File: config.mk
export PLATFORM = sky130hd
export DESIGN_NAME = adc_result_hold
export DESIGN_NICKNAME = d
export VERILOG_FILES = /design/src/rtl/adc_res_pkg.sv /design/src/rtl/adc_cmp_gate.sv /design/src/rtl/adc_read_lock.sv /design/src/rtl/adc_res_store.sv /design/src/rtl/adc_result_hold.sv
export SDC_FILE = /design/constraint.sdc
export NUM_CORES = 1
export LEC_CHECK = 0
export BUFFER_PORTS_ARGS = -buffer_cell sky130_fd_sc_hd__buf_2
export CAP_MARGIN = 5
export CORE_MARGIN = 1.5
export CORE_UTILIZATION = 42
export CTS_CLUSTER_SIZE = 25
export DETAILED_ROUTE_END_ITERATION = 8
export PLACE_DENSITY_LB_ADDON = 0.1
export SLEW_MARGIN = 10
export SYNTH_ARGS = -nofsm -noshare
export SYNTH_HDL_FRONTEND = slang
export SYNTH_SLANG_ARGS = --single-unit
File: constraint.sdc
create_clock -name clk -period 1.55 [get_ports clk]
set_input_delay 0.31 -clock clk [delete_from_list [all_inputs] [get_ports clk]]
set_output_delay 0.31 -clock clk [all_outputs]
set_load 0.01 [all_outputs]
File: src/rtl/adc_res_pkg.sv
package adc_res_pkg;
  localparam int RES_W = 10;
  localparam int REG_W = 8;
  localparam int HI_W  = RES_W - REG_W;

  typedef logic [RES_W-1:0] res_t;
  typedef logic [REG_W-1:0] byte_t;

  // high register image: upper sample bits in wide layout, zero otherwise
  function automatic byte_t pick_hi(input res_t d, input logic wide);
    byte_t r;
    r = '0;
    if (wide) r[HI_W-1:0] = d[RES_W-1:REG_W];
    return r;
  endfunction

  // low register image: lower bits in wide layout, top bits in narrow layout
  function automatic byte_t pick_lo(input res_t d, input logic wide);
    return wide ? d[REG_W-1:0] : d[RES_W-1:HI_W];
  endfunction

  // value the compare sees, zero-extended to the full width
  function automatic res_t cmp_value(input res_t d, input logic wide);
    res_t v;
    v = '0;
    if (wide) v = d;
    else      v[REG_W-1:0] = d[RES_W-1:HI_W];
    return v;
  endfunction

  // limit the compare sees
  function automatic res_t cmp_limit(input res_t lvl, input logic wide);
    res_t l;
    l = '0;
    if (wide) l = lvl;
    else      l[REG_W-1:0] = lvl[REG_W-1:0];
    return l;
  endfunction

  function automatic logic cmp_trigger(input res_t v, input res_t l, input logic ge);
    return ge ? (v >= l) : (v < l);
  endfunction
endpackage

File: src/rtl/adc_cmp_gate.sv
module adc_cmp_gate
  import adc_res_pkg::*;
(
  input  res_t conv_data,
  input  res_t cmp_level,
  input  logic wide_mode,
  input  logic cmp_en,
  input  logic cmp_ge,
  output logic keep_ok
);
  res_t value_w;
  res_t limit_w;
  logic hit_w;

  always_comb begin
    value_w = cmp_value(conv_data, wide_mode);
    limit_w = cmp_limit(cmp_level, wide_mode);
    hit_w   = cmp_trigger(value_w, limit_w, cmp_ge);
    keep_ok = !cmp_en || hit_w;
  end

  // the narrow-mode compare value never exceeds one byte
  always_comb begin
    if (!wide_mode) begin
      p_narrow_value_r7: assert (value_w[RES_W-1:REG_W] == '0);
    end
  end
endmodule

File: src/rtl/adc_read_lock.sv
module adc_read_lock (
  input  logic clk,
  input  logic rst_n,
  input  logic wide_mode,
  input  logic rd_hi,
  input  logic rd_lo,
  output logic mode_chg,
  output logic locked,
  output logic block_now
);
  logic mode_q;
  logic lock_d;

  assign mode_chg  = (wide_mode != mode_q);
  assign block_now = !mode_chg && (locked || (rd_hi && wide_mode));

  always_comb begin
    lock_d = locked;
    if (mode_chg)               lock_d = 1'b0;
    else if (rd_lo)             lock_d = 1'b0;
    else if (rd_hi && wide_mode) lock_d = 1'b1;
  end

  always_ff @(posedge clk or negedge rst_n) begin
    if (!rst_n) begin
      mode_q <= 1'b0;
      locked <= 1'b0;
    end else begin
      mode_q <= wide_mode;
      locked <= lock_d;
    end
  end

  // a held lock only exists while the wide layout is in force
  p_lock_wide_only_r9: assert property (@(posedge clk) disable iff (!rst_n)
    locked |-> mode_q);
  // a low-byte read always releases the lock
  p_lock_release_r8: assert property (@(posedge clk) disable iff (!rst_n)
    rd_lo |=> !locked);
  // a mode change always releases the lock
  p_mode_release_r10: assert property (@(posedge clk) disable iff (!rst_n)
    mode_chg |=> !locked);
endmodule

File: src/rtl/adc_res_store.sv
module adc_res_store
  import adc_res_pkg::*;
(
  input  logic  clk,
  input  logic  rst_n,
  input  logic  store,
  input  logic  mode_chg,
  input  logic  wide_mode,
  input  res_t  conv_data,
  input  logic  rd_lo,
  output byte_t res_hi,
  output byte_t res_lo,
  output logic  done_flag
);
  always_ff @(posedge clk or negedge rst_n) begin
    if (!rst_n) begin
      res_hi    <= '0;
      res_lo    <= '0;
      done_flag <= 1'b0;
    end else begin
      if (store) begin
        res_hi <= pick_hi(conv_data, wide_mode);
        res_lo <= pick_lo(conv_data, wide_mode);
      end else if (mode_chg) begin
        res_hi <= '0;
      end
      if (store)      done_flag <= 1'b1;
      else if (rd_lo) done_flag <= 1'b0;
    end
  end

  // upper six bits of the high byte never carry data
  p_hi_upper_zero_r1: assert property (@(posedge clk) disable iff (!rst_n)
    res_hi[REG_W-1:HI_W] == '0);
  // a narrow store yields a zero high byte
  p_narrow_hi_zero_r3: assert property (@(posedge clk) disable iff (!rst_n)
    (store && !wide_mode) |=> (res_hi == '0));
  // no store leaves the low byte untouched
  p_lo_hold_r4: assert property (@(posedge clk) disable iff (!rst_n)
    !store |=> $stable(res_lo));
  // mode change without store clears the high byte
  p_mode_clear_r10: assert property (@(posedge clk) disable iff (!rst_n)
    (mode_chg && !store) |=> (res_hi == '0));
  // store sets the flag, a read without store clears it
  p_flag_set_r11: assert property (@(posedge clk) disable iff (!rst_n)
    store |=> done_flag);
  p_flag_clear_r11: assert property (@(posedge clk) disable iff (!rst_n)
    (rd_lo && !store) |=> !done_flag);
endmodule

File: src/rtl/adc_result_hold.sv
module adc_result_hold
  import adc_res_pkg::*;
(
  input  logic             clk,
  input  logic             rst_n,
  input  logic             conv_done,
  input  logic [RES_W-1:0] conv_data,
  input  logic             wide_mode,
  input  logic             cmp_en,
  input  logic             cmp_ge,
  input  logic [RES_W-1:0] cmp_level,
  input  logic             rd_hi,
  input  logic             rd_lo,
  output logic [REG_W-1:0] res_hi,
  output logic [REG_W-1:0] res_lo,
  output logic             done_flag
);
  logic keep_ok;
  logic mode_chg;
  logic locked;
  logic block_now;
  logic store;

  adc_cmp_gate u_gate (
    .conv_data (conv_data),
    .cmp_level (cmp_level),
    .wide_mode (wide_mode),
    .cmp_en    (cmp_en),
    .cmp_ge    (cmp_ge),
    .keep_ok   (keep_ok)
  );

  adc_read_lock u_lock (
    .clk       (clk),
    .rst_n     (rst_n),
    .wide_mode (wide_mode),
    .rd_hi     (rd_hi),
    .rd_lo     (rd_lo),
    .mode_chg  (mode_chg),
    .locked    (locked),
    .block_now (block_now)
  );

  assign store = conv_done && keep_ok && !block_now && !mode_chg;

  adc_res_store u_store (
    .clk       (clk),
    .rst_n     (rst_n),
    .store     (store),
    .mode_chg  (mode_chg),
    .wide_mode (wide_mode),
    .conv_data (conv_data),
    .rd_lo     (rd_lo),
    .res_hi    (res_hi),
    .res_lo    (res_lo),
    .done_flag (done_flag)
  );

  // a sample arriving inside the lock window changes neither byte
  p_lock_discard_r8: assert property (@(posedge clk) disable iff (!rst_n)
    (conv_done && block_now) |=> ($stable(res_lo) && $stable(res_hi)));
  // a compare failure stores nothing
  p_cmp_reject_r5: assert property (@(posedge clk) disable iff (!rst_n)
    (conv_done && !keep_ok) |=> $stable(res_lo));
  // the flag cannot rise without a stored sample
  p_flag_source_r11: assert property (@(posedge clk) disable iff (!rst_n)
    $rose(done_flag) |-> $past(conv_done));
endmodule

Word level (Yosys, flattened, before mapping) --
Cells that the tools add are included.
Cells by class: muxes and demuxes 11, add/subtract/negate cells 0, equality and inequality tests 1, divide/modulo/power cells 0, multipliers 0, magnitude comparators 2, bitwise operators 0, reduce and logical (&&, ||, !) cells 13, shift operators 0
Operators with widths (count):
- 2-to-1 mux 8 bit | 3
- greater-or-equal comparator 10 bit | 1
- < comparator 10 bit | 1
- 2-to-1 mux 1 bit | 6
- logical AND 1 bit | 5
- 2-to-1 mux 2 bit | 2
- nonzero test 2 bit | 2
- zero test 1 bit | 3
- nonzero test 3 bit | 1
- logical OR 1 bit | 2
- inequality test 1 bit | 1
Word-level totals: word-level logic and storage cells 32, bits of input ports 28, memories 0, flip-flop bits (word level) 19, bits in writable memories 0, bits in latches 0, memory bits (read-only) 0

Longest topological paths before layout --
Gate-level depths: netlist (run 1).
depth in word-level cells 8, gate-level depth with buffers 9, gate-level depth less buffers 7

Modules after synthesis --
Synthesis (run 1) repeated with hierarchy kept, for this count alone.
Unflattened totals: cells, all modules 107, area, all modules 1017.2 µm²
By module, submodules not included:
- adc_res_store | area an instance 533.0 µm², cells each 50, instances 1
- adc_cmp_gate | area an instance 386.6 µm², cells each 48, instances 1
- adc_read_lock | area an instance 85.1 µm², cells each 8, instances 1
- adc_result_hold | area an instance 12.5 µm², cells each 1, instances 1

Worst setup path before layout (run 1) --
Ideal clock, no wire load.
kind input to register, from input wide_mode, to register u_store.res_lo[1], path buffers 2, stages 9, required time 1425 ps, library setup time 125 ps, data arrival time 2950 ps, setup slack -1525 ps, cells stage by stage buf_2 -> buf_1 -> mux2_2 -> ha_1 -> a21oi_2 -> o21ai_2 -> a2111oi_4 -> mux2i_4 -> mux2_4
On the way: word-level cells in the longest chain between the ends 7, elaborated cells on any way between the ends 16, those cells by class order compare (2); eq/ne (1); mux (4); reduce/logical (9)
RTL lines:
- start, declared | RTL line adc_result_hold.sv:8 | input logic wide_mode,
- 2-to-1 mux 8 bit (*) | RTL line adc_res_pkg.sv:26 | if (wide) v = d;
- via u_gate.value_w[3] | RTL line adc_cmp_gate.sv:11 | res_t value_w;
- < comparator 10 bit / greater-or-equal comparator 10 bit (equally long branches) | RTL line adc_res_pkg.sv:41 | return ge ? (v >= l) : (v < l);
- 2-to-1 mux 1 bit (*) | RTL line adc_res_pkg.sv:41
- logical OR 1 bit (*) | RTL line adc_cmp_gate.sv:19 | keep_ok = !cmp_en || hit_w;
- logical AND 1 bit (*) (3 in a row) | RTL line adc_result_hold.sv:44 | assign store = conv_done && keep_ok && !block_now && !mode_chg;
- end signal, assigned | RTL line adc_res_store.sv:23 | res_lo <= pick_lo(conv_data, wide_mode);
- end, declared | RTL line adc_res_store.sv:12 | output byte_t res_lo,
Mark *: on every way through the listed nets, which the timed path passes. The rest lies on a longest branch. A chain may end at the register's enable or synchronous reset.

Worst setup path after layout (run 1) --
from input wide_mode, to register u_store.res_lo[7]
Same word-level chain as after synthesis.

==> run metrics, run 1 <==
Max Freq about 0.42 GHz; die area 2800 um^2; max-cap viol count 0; ant diodes 0; Post-Route Skew 4.72 ps; number of global-route vias before repair 888; Clock transition at path regs ~80 ps; Die Height around 53 um; first-pass GRT wire length 3880 um; All-Layer GR Usage 0.197; setup violators final 11; DRT Pass-1 Iters 3; final net count approximately 200; I/O pin count 45; chip width 52.9 um; reg-to-reg startpoint u_lock.mode_q; Most common cell on crit path mux2_4; Fillers around 170; DP HPWL about 1800 um; VDD IR-drop max 0.000683 V; Slowest-stage cell, CP a2111oi_4; Hold Path Origin rd_lo; RSZ-0062 raised after global routing yes; Place WS -1240 ps; Arrival @ worst endpoint 2550 ps; DRC errors left 0; clock sinks 13; CTS root buffer clkbuf_4; post-synthesis sequential area ratio 0.311; Final Worst Setup Slack -843 ps; antenna violations before repair 0; Tcrit/Tclk final 1.54; Cells after Synth 99; initial drt markers 4; power per standard cell area 809 nW/um^2; CP Max Fanout 5; Worst Path Required 1710 ps; run status finished, violations left; average wire per standard cell 13.3 um; Slew Viols, Final 0; critical path launch point wide_mode; FF+latch count, synth 13; Power Total 1.31 mW; failing checks setup timing; vias per inst 4.82; final WL 2490 um; leakage 0.839 nW; crit path buf inv count 3; CP top delay family multiplexers; core area 2280 um^2; Startpoint Class input pin; Layout Utilization 0.709; Multi-input gate area roughly 750 um^2; register area 325 um^2; synthesized area between 1000 and 1500 um^2; Fin. Hold Viols 0; Clock Tree Buf Depth 2; Cell variety after synth 29; Ys Warns 0; WS Path Type input pin to flop; Detail Route Antenna Nets 0; Remaining Overflow, GRT 0; layout cells sized above 1 0.575; total number of vias 906; CTS tree done; Buffers on Ports 38; pin count of the biggest net entering global routing 14; Final min period roughly 2400 ps; CTS Buf Count 3; Largest stage delay, worst path 420 ps; Worst-Skew Late Latency 270 ps; effective utilization at floorplan 0.460; Avg Inst Size Synth 10.6 um^2; Area growth, synth to finish 54.0%; # rows 17; Cell Chain, Critical Path buf_12 -> buf_6 -> mux2_4 -> ha_4 -> nand4_1 -> a211oi_2 -> a2111oi_4 -> mux2i_4 -> clkbuf_16 -> mux2_4; Critical Path Sink Type flop; GPL Wtd Cong 0.813; worst hold-check path type input pin to flop; H-tree Lvls 1
[final timing paths]
path	to	slack [ps]	cells past startpoint
max in group asynchronous	u_store.res_lo[6]	880	2
min in group asynchronous	u_store.done_flag	440	2
hold reg to reg	u_store.done_flag	500	1
setup / recovery	u_store.res_lo[7]	-840	10
setup reg to reg	u_store.res_lo[7]	-90	6
hold / removal	u_lock.locked	190	2
[through the flow]
stage | cell area [um^2] | hold WS [ps] | std cells | setup TNS, ps
2_1_floorplan | 1120 | 14.4 | 104 | -11150
3_3_place_gp | 1400 | 209 | 177 | -12590
3_5_place_dp | 1400 | 211 | 177 | -13000
4_1_cts | 1570 | 187 | 187 | -8740
5_1_grt | 1610 | 195 | 188 | -9070
6_report | 1610 | 193 | 188 | -8380
[synthesized netlist by cell type (all sizes together)]
cell	n	share of area
nor2	3	0.011
a21o	1	0.0084
and3b	1	0.0084
a211oi	2	0.019
inv	12	0.043
o21ai	2	0.013
a2111oi	1	0.026
mux2i	6	0.069
ha	10	0.12
buf	8	0.051
nand2b	2	0.012
dfrtp	13	0.31
mux2	14	0.18
nand4	2	0.012
xnor2	1	0.0084
and2	2	0.012
nand3	4	0.019
a21oi	3	0.022
o311ai	1	0.0084
nand2	8	0.029
o211a	2	0.019
conb	1	0.0036
[layer usage]
| layer | part of all wire | GRT usage | wire (um) | vias to the layer above |
|---|---|---|---|---|
| met5 | 0 | 0 | 0 | - |
| met4 | 0.012 | 0.0769 | 30 | 0 |
| met3 | 0.033 | 0.0113 | 83 | 4 |
| met2 | 0.50 | 0.354 | 1250 | 22 |
| met1 | 0.45 | 0.245 | 1130 | 421 |
| li1 | - | - | - | 459 |
[cell usage in the layout (no fill, tap or decap), types with 2 or more instances in the layout]
cell      instances
buf_2            37
buf_4            16
dfrtp_1          13
mux2_4           12
inv_1            11
nand2_1           8
conb_1            6
ha_1              5
ha_4              5
mux2i_1           4
nand3_1           4
nor2_1            3
clkbuf_4          3
and2_1            2
mux2_2            2
o211a_1           2
nand2b_1          2
nand4_1           2
a21oi_2           2
mux2i_4           2
buf_12            2
buf_6             2
[cell families (layout without fill, tap and decap cells)]
| kind of cell | after synthesis | after routing | synth area share |
|---|---|---|---|
| AND/OR/NAND/NOR | 22 | 22 | 0.103 |
| multiplexers | 20 | 20 | 0.245 |
| buffers and inverters | 20 | 76 | 0.0944 |
| flip-flops | 13 | 13 | 0.311 |
| AO/OA/AOI/OAI | 12 | 12 | 0.116 |
| adder cells (fa/ha/maj) | 10 | 10 | 0.119 |
| other | 1 | 6 | 0.00358 |
| XOR/XNOR | 1 | 1 | 0.00836 |
[flip-flops by register name, indices dropped and copies added, names as in the netlist]
name,count
u_store.res_lo,8
u_lock.locked,1
u_store.res_hi,2
u_store.done_flag,1
u_lock.mode_q,1
[where the power goes]
group          switching (mW)  total, mW  internal, mW
Combinational           0.261      0.625         0.364
Clock                   0.109      0.204        0.0955
Sequential             0.0475      0.475         0.428
[repair_timing]
item,in CTS,in global routing
hold buffers,1,0
pin swaps,1,5
setup endpoints to repair,11,11
cloned,2,0
hold endpoints to repair,13,0
buffers inserted,3,1
resized for setup,13,7
[final cells by class]
cell class / instances / area share
clock inverters: 1 / 0.00310
clock buffers: 3 / 0.0140
repair buffers: 60 / 0.267
well taps: 28 / 0.0217
inverters: 12 / 0.0279
flip-flops and latches: 13 / 0.202
multi-input cells: 71 / 0.465
Power figures use the tool's default switching activity.
==> run 2: changes to the inputs <==
--- a/config.mk
+++ b/config.mk
@@ -7,8 +7,11 @@
 export LEC_CHECK = 0
 export BUFFER_PORTS_ARGS = -buffer_cell sky130_fd_sc_hd__buf_2
 export CAP_MARGIN = 5
+export CELL_PAD_IN_SITES_DETAIL_PLACEMENT = 0
+export CELL_PAD_IN_SITES_GLOBAL_PLACEMENT = 1
+export CORE_ASPECT_RATIO = 0.6
 export CORE_MARGIN = 1.5
-export CORE_UTILIZATION = 42
+export CORE_UTILIZATION = 31
 export CTS_CLUSTER_SIZE = 25
 export DETAILED_ROUTE_END_ITERATION = 8
 export PLACE_DENSITY_LB_ADDON = 0.1
==> run 2 against run 1 <==
  * Clock-buffer cell count did not move
  * Via count fell by 3.5%
  * Power rose by 4.3%
  * First-iteration DRC count rose to 3.5 times the previous value
  * The flow still finishes with violations (setup timing)
==> run metrics, run 2 (synthesis gave the netlist of run 1 again) <==
run status finished, violations left; failing checks setup timing; Detail Route Antenna Nets 0 (unchanged); placed insts 194 (+9.6%); core area 3240 um^2 (+42%); Slew Viols, Final 0 (unchanged); setup_tns -8410 ps (-26.5 ps); H-tree Lvls 1 (unchanged); Remaining Overflow, GRT 0 (unchanged); Area growth, synth to finish 48.0%; Final Worst Setup Slack -827 ps (+15.8 ps); Critical Path Sink Type flop; Max Freq 0.421 GHz (+0.66%); Arrival @ worst endpoint 2500 ps (-50 ps); antenna violations before repair 0 (unchanged); CP Max Fanout 9 (+4); Die Height 48.0 um (-9.3%); GPL Wtd Cong 0.822 (+1.1%); Clock power frac 0.217 (+0.061); Buffers on Ports 38 (unchanged); final WL 2510 um (+0.72%); ant diodes 0 (unchanged); Switching Fraction 0.309 (-0.0111); max-cap viol count 0 (unchanged); CTS tree done; Startpoint Class input pin; clock sinks 13 (unchanged); die area 3750 um^2 (+34%); VDD IR-drop max 0.000812 V (+19%); WS Path Type input pin to flop; worst hold-check path type input pin to flop; commonest non-fill, non-tap cell in the layout buf_2; final net count 196 (-1.5%); Power Total 1.36 mW (+4.3%); Final min period 2380 ps (-15.8 ps); combinational share of power 0.429 (-0.050); Min Hold Slack 229 ps (+35.4 ps); Largest regs u_store.res_lo (8), u_store.res_hi (2); power per standard cell area 878 nW/um^2 (+8.5%); layout cells sized above 1 0.541 (-0.0336); DRC errors left 0 (unchanged); DP HPWL 2070 um (+14%); # rows 16 (-1); Clock Tree Buf Depth 2 (unchanged); Cell Chain, Critical Path buf_12 -> buf_6 -> mux2_4 -> ha_4 -> nand4_1 -> inv_1 -> a2111oi_4 -> mux2i_4 -> buf_12 -> mux2_4; Largest stage delay, worst path 440 ps (+20 ps); pin count of the biggest net entering global routing 14 (unchanged); DRT Pass-1 Iters 4 (+1); Fin. Hold Viols 0 (unchanged); number of global-route vias before repair 840 (-5.4%); Non-Filler Instances 202 (+7.4%); leakage 0.812 nW (-3.2%); Internal Pwr Total 0.941 mW (+6.0%); Clock transition at path regs 50 ps (-30 ps); first-pass GRT wire length 4070 um (+4.8%); I/O pin count 45 (unchanged); All-Layer GR Usage 0.150 (-0.0475); Worst-Skew Late Latency 240 ps (-30 ps); Post-Route Skew 4.59 ps (-0.139 ps); effective utilization at floorplan 0.323 (-0.137); total number of vias 874 (-3.5%); Worst Path Required 1670 ps (-40 ps); most frequent cells in the layout buf_2 (37), buf_4 (14), dfrtp_1 (13), inv_1 (12), mux2_4 (10); Reg with most FFs u_store.res_lo; setup violators final 11 (unchanged); chip width 78.0 um (+47%); vias per inst 4.33 (-10%); max reg flops 8 (unchanged); initial drt markers 14 (+10); Reg power frac 0.353 (-0.011); Slowest-stage cell, CP a2111oi_4; Tcrit/Tclk final 1.53 (-0.0102); RSZ-0062 raised after global routing yes; CTS root buffer clkbuf_8; CTS Buf Count 3 (unchanged); average wire per standard cell 12.4 um (-6.3%); Psw 0.420 mW (+0.65%)
## run 2: critical path: cells and delay by family
family / cells / cell delay [ps]
AND/OR/NAND/NOR: 1 / 120
multiplexers: 3 / 930
adder cells (fa/ha/maj): 1 / 220
buffers and inverters: 4 / 480
AO/OA/AOI/OAI: 1 / 440
## run 2: final timing paths
kind / from / endpoint / slack (ps) / cells past startpoint
max: wide_mode / u_store.res_lo[6] / -830 / 10
min: rd_lo / u_lock.locked / 230 / 2
max reg2reg: u_lock.mode_q / u_store.res_lo[6] / -10 / 6
min reg2reg: u_store.res_lo[3] / u_store.res_lo[3] / 510 / 1
max in group asynchronous: rst_n / u_store.res_lo[6] / 820 / 2
min in group asynchronous: rst_n / u_store.res_hi[1] / 500 / 2
## run 2: timing repair
| item | CTS | global route |
|---|---|---|
| endpoints found under the hold margin | 13 | 0 |
| hold buffers | 1 | 0 |
| gates resized for setup | 11 | 0 |
| setup endpoints to repair | 11 | 11 |
| pin swaps | 1 | 0 |
| setup buffers | 3 | 0 |
## run 2: area by class of cell
| cell class | count | area [um^2] |
|---|---|---|
| clock buffers | 3 | 41.3 |
| clock inverters | 1 | 5.00 |
| well taps | 45 | 56.3 |
| inverters | 12 | 45.0 |
| fillers | 329 | 1690 |
| multi-input cells | 71 | 703 |
| flip-flops and latches | 13 | 325 |
| repair buffers | 57 | 374 |
## run 2: stage by stage
step           area (um^2)  utilization  setup WS (ps)
2_1_floorplan         1120            -          -1110
3_3_place_gp          1420        0.437          -1190
3_5_place_dp          1420        0.437          -1220
4_1_cts               1550        0.478           -835
5_1_grt               1550        0.478           -903
6_report              1550        0.478           -827
## run 2: routing by layer
layer	up-vias	GRT usage	wire, um
met5	-	0	0
met2	24	0.228	1020
li1	446	-	-
met1	402	0.222	1360
met4	0	0.0536	24
met3	2	0.0171	107
## run 2: power groups by stage
stage	clock network [mW]	registers, mW	logic (mW)
floorplan	0	0.523	0.299
CTS	0.304	0.482	0.591
detailed placement	0	0.486	0.551
global placement	0	0.484	0.544
global route	0.325	0.493	0.641
finish	0.296	0.481	0.584
==> run 3: changes to the inputs <==
--- a/config.mk
+++ b/config.mk
@@ -5,15 +5,15 @@
 export SDC_FILE = /design/constraint.sdc
 export NUM_CORES = 1
 export LEC_CHECK = 0
-export BUFFER_PORTS_ARGS = -buffer_cell sky130_fd_sc_hd__buf_2
 export CAP_MARGIN = 5
 export CELL_PAD_IN_SITES_DETAIL_PLACEMENT = 0
 export CELL_PAD_IN_SITES_GLOBAL_PLACEMENT = 1
 export CORE_ASPECT_RATIO = 0.6
 export CORE_MARGIN = 1.5
-export CORE_UTILIZATION = 31
+export CORE_UTILIZATION = 41
 export CTS_CLUSTER_SIZE = 25
 export DETAILED_ROUTE_END_ITERATION = 8
+export DONT_BUFFER_PORTS = 1
 export PLACE_DENSITY_LB_ADDON = 0.1
 export SLEW_MARGIN = 10
 export SYNTH_ARGS = -nofsm -noshare
==> run 3 against run 2 <==
  * Wire length down 3.6%
  * Clock-buffer cell count up 1
  * Worst hold slack worse by 130 ps
  * Register-to-register slack worse by 40 ps
  * Via count down 14%
  * Sequential power up 12%
  * Clock power up 2%
  * Maximum frequency up 9.2%
  * Largest cell class unchanged
  * The flow still finishes with violations (setup timing)
  * Final cell count down 28%
  * Cell area down 11%
  * Sequential share of layout area up 2.7 points
  * Highest routed layer unchanged
==> run metrics, run 3 (synthesis gave the netlist of run 1 again) <==
Slew headroom 0.596; Area growth, synth to finish 31.1%; Fin. Hold Viols 0 (unchanged); GPL Wtd Cong 0.720 (-12%); WS Path Type input pin to flop; Final min period 2180 ps (-200 ps); leakage 0.658 nW (-19%); Slowest-stage cell, CP a2111oi_4; Tcrit/Tclk final 1.40 (-0.129); max-cap viol count 0 (unchanged); Clock transition at path regs 50 ps (about the same); Critical Path Stages 8 (-2); total number of vias 748 (-14%); Largest regs u_store.res_lo (8), u_store.res_hi (2); # rows 13 (-3); effective utilization at floorplan 0.457 (+0.134); Worst-Skew Late Latency 240 ps (about the same); Worst Setup EP u_store.res_lo[7]; DP HPWL 1860 um (-10%); CP top delay family multiplexers; critical path launch point wide_mode; met3 usage 0.0323 (+0.0151); power per standard cell area 919 nW/um^2 (+4.7%); DRC errors left 0 (unchanged); max reg flops 8 (unchanged); final WL 2420 um (-3.6%); clock sinks 13 (unchanged); busiest grt layer met1; Remaining Overflow, GRT 0 (unchanged); CP Max Fanout 19 (+10); Post-Layout Inst Area 1370 um^2 (-11%); worst hold-check path type input pin to flop; All-Layer GR Usage 0.180 (+0.0308); ant diodes 0 (unchanged); Worst-Margin Slew 604 ps; Die Height 42.2 um (-12%); vias per inst 5.12 (+18%); Post-Route Skew 2.21 ps (-2.37 ps); Largest stage delay, worst path 460 ps (+20 ps); commonest non-fill, non-tap cell in the layout buf_4; Detail Route Antenna Nets 0 (unchanged); number of global-route vias before repair 762 (-9.3%); Arrival @ worst endpoint 2300 ps (-200 ps); FF-to-FF End u_store.done_flag; core area 2290 um^2 (-29%); routing usage on met1 0.283 (+0.0608); H-tree Lvls 1 (unchanged); Worst Path Required 1670 ps (about the same); Most common cell on crit path mux2_4; Max Freq 0.459 GHz (+9.2%); setup_tns -6430 ps (+1970 ps); Reg with most FFs u_store.res_lo; Startpoint Class input pin; first-pass GRT wire length 3800 um (-6.8%); CTS Buf Count 3 (unchanged); Clock Tree Buf Depth 2 (unchanged); CTS tree done; Cell Chain, Critical Path mux2_4 -> ha_4 -> a21oi_4 -> o21ai_2 -> a2111oi_4 -> mux2i_4 -> buf_12 -> mux2_4; flop2flop setup slack -50 ps (-40 ps); Buffers on Ports 0 (-100%); antenna violations before repair 0 (unchanged); reg-to-reg startpoint u_lock.mode_q; crit path buf inv count 1 (-3); VDD IR-drop max 0.000591 V (-27%); setup violators final 11 (unchanged); most frequent cells in the layout buf_4 (14), mux2_4 (13), dfrtp_1 (13), inv_1 (12); run status finished, violations left; met2 GRT Util 0.249 (+0.0207); die area 2880 um^2 (-23%); Critical Path Sink Type flop; pin count of the biggest net entering global routing 20 (+6); Final Worst Setup Slack -627 ps (+200 ps); DRT Pass-1 Iters 4 (unchanged); chip width 68.2 um (-13%); final net count 155 (-21%); RSZ-0062 raised after global routing yes; failing checks setup timing; average wire per standard cell 16.6 um (+33%); CTS root buffer clkbuf_8; worst r2r path cells 7 (+1); dpl cell area 1200 um^2 (-15%); Slew Viols, Final 0 (unchanged); initial drt markers 22 (+8); layout cells sized above 1 0.422 (-0.119); I/O pin count 45 (unchanged)
-- run 3: cell type report --
class / instances / area [um^2]
multi-input combinational: 71 / 785
fill: 188 / 921
tap: 30 / 37.5
inverter: 12 / 45.0
timing repair buffer: 16 / 135
sequential: 13 / 325
clock buffer: 4 / 45.0
-- run 3: how the worst min path moves through the flow --
stage,to,start,cells after the start
3_3_place_gp,u_store.res_lo[4],rst_n,0
6_report,u_lock.mode_q,wide_mode,0
3_5_place_dp,u_store.res_lo[2],rst_n,0
4_1_cts,u_lock.mode_q,wide_mode,0
5_1_grt,u_lock.mode_q,wide_mode,0
2_1_floorplan,u_lock.locked,rst_n,0
-- run 3: power breakdown --
group          internal [mW]  total [mW]  switching [mW]  leakage [nW]
Combinational          0.257       0.423           0.166         0.475
Clock                  0.181       0.301           0.119        0.0228
Sequential             0.430       0.537           0.108         0.160
Total                  0.868        1.26           0.393         0.658
-- run 3: routing by layer --
metal / share of wire / up-vias / wire length, um
met5: 0 / - / 0
met4: 0.0058 / 0 / 14
met3: 0.055 / 2 / 132
met2: 0.44 / 25 / 1060
met1: 0.50 / 354 / 1220
li1: - / 367 / -
-- run 3: worst register-to-register path: stages (launching register included) --
cell and delay (ps):
dfrtp_1 410, and3b_1 170, o211a_1 240, nand2_1 110
mux2i_4 80, buf_12 160, buf_4 140, a21o_2 180
-- run 3: metrics by stage --
step | hold slack (ps) | std cells | power [mW] | setup slack [ps] | utilization
detailed placement | 14.6 | 140 | 0.913 | -1010 | 0.523
finish | 99.5 | 146 | 1.26 | -627 | 0.598
global placement | 14.6 | 140 | 0.906 | -999 | 0.523
CTS | 94.8 | 145 | 1.26 | -640 | 0.590
global route | 92.5 | 146 | 1.33 | -689 | 0.598
floorplan | 14.4 | 104 | 0.822 | -1110 | -
-- run 3: repair_timing --
action	4_1_cts	5_1_grt
resized for setup	12	2
setup buffers	1	1
endpoints found under the hold margin	13	0
pin swaps	6	4
setup endpoints to repair	11	11
hold buffers	1	0
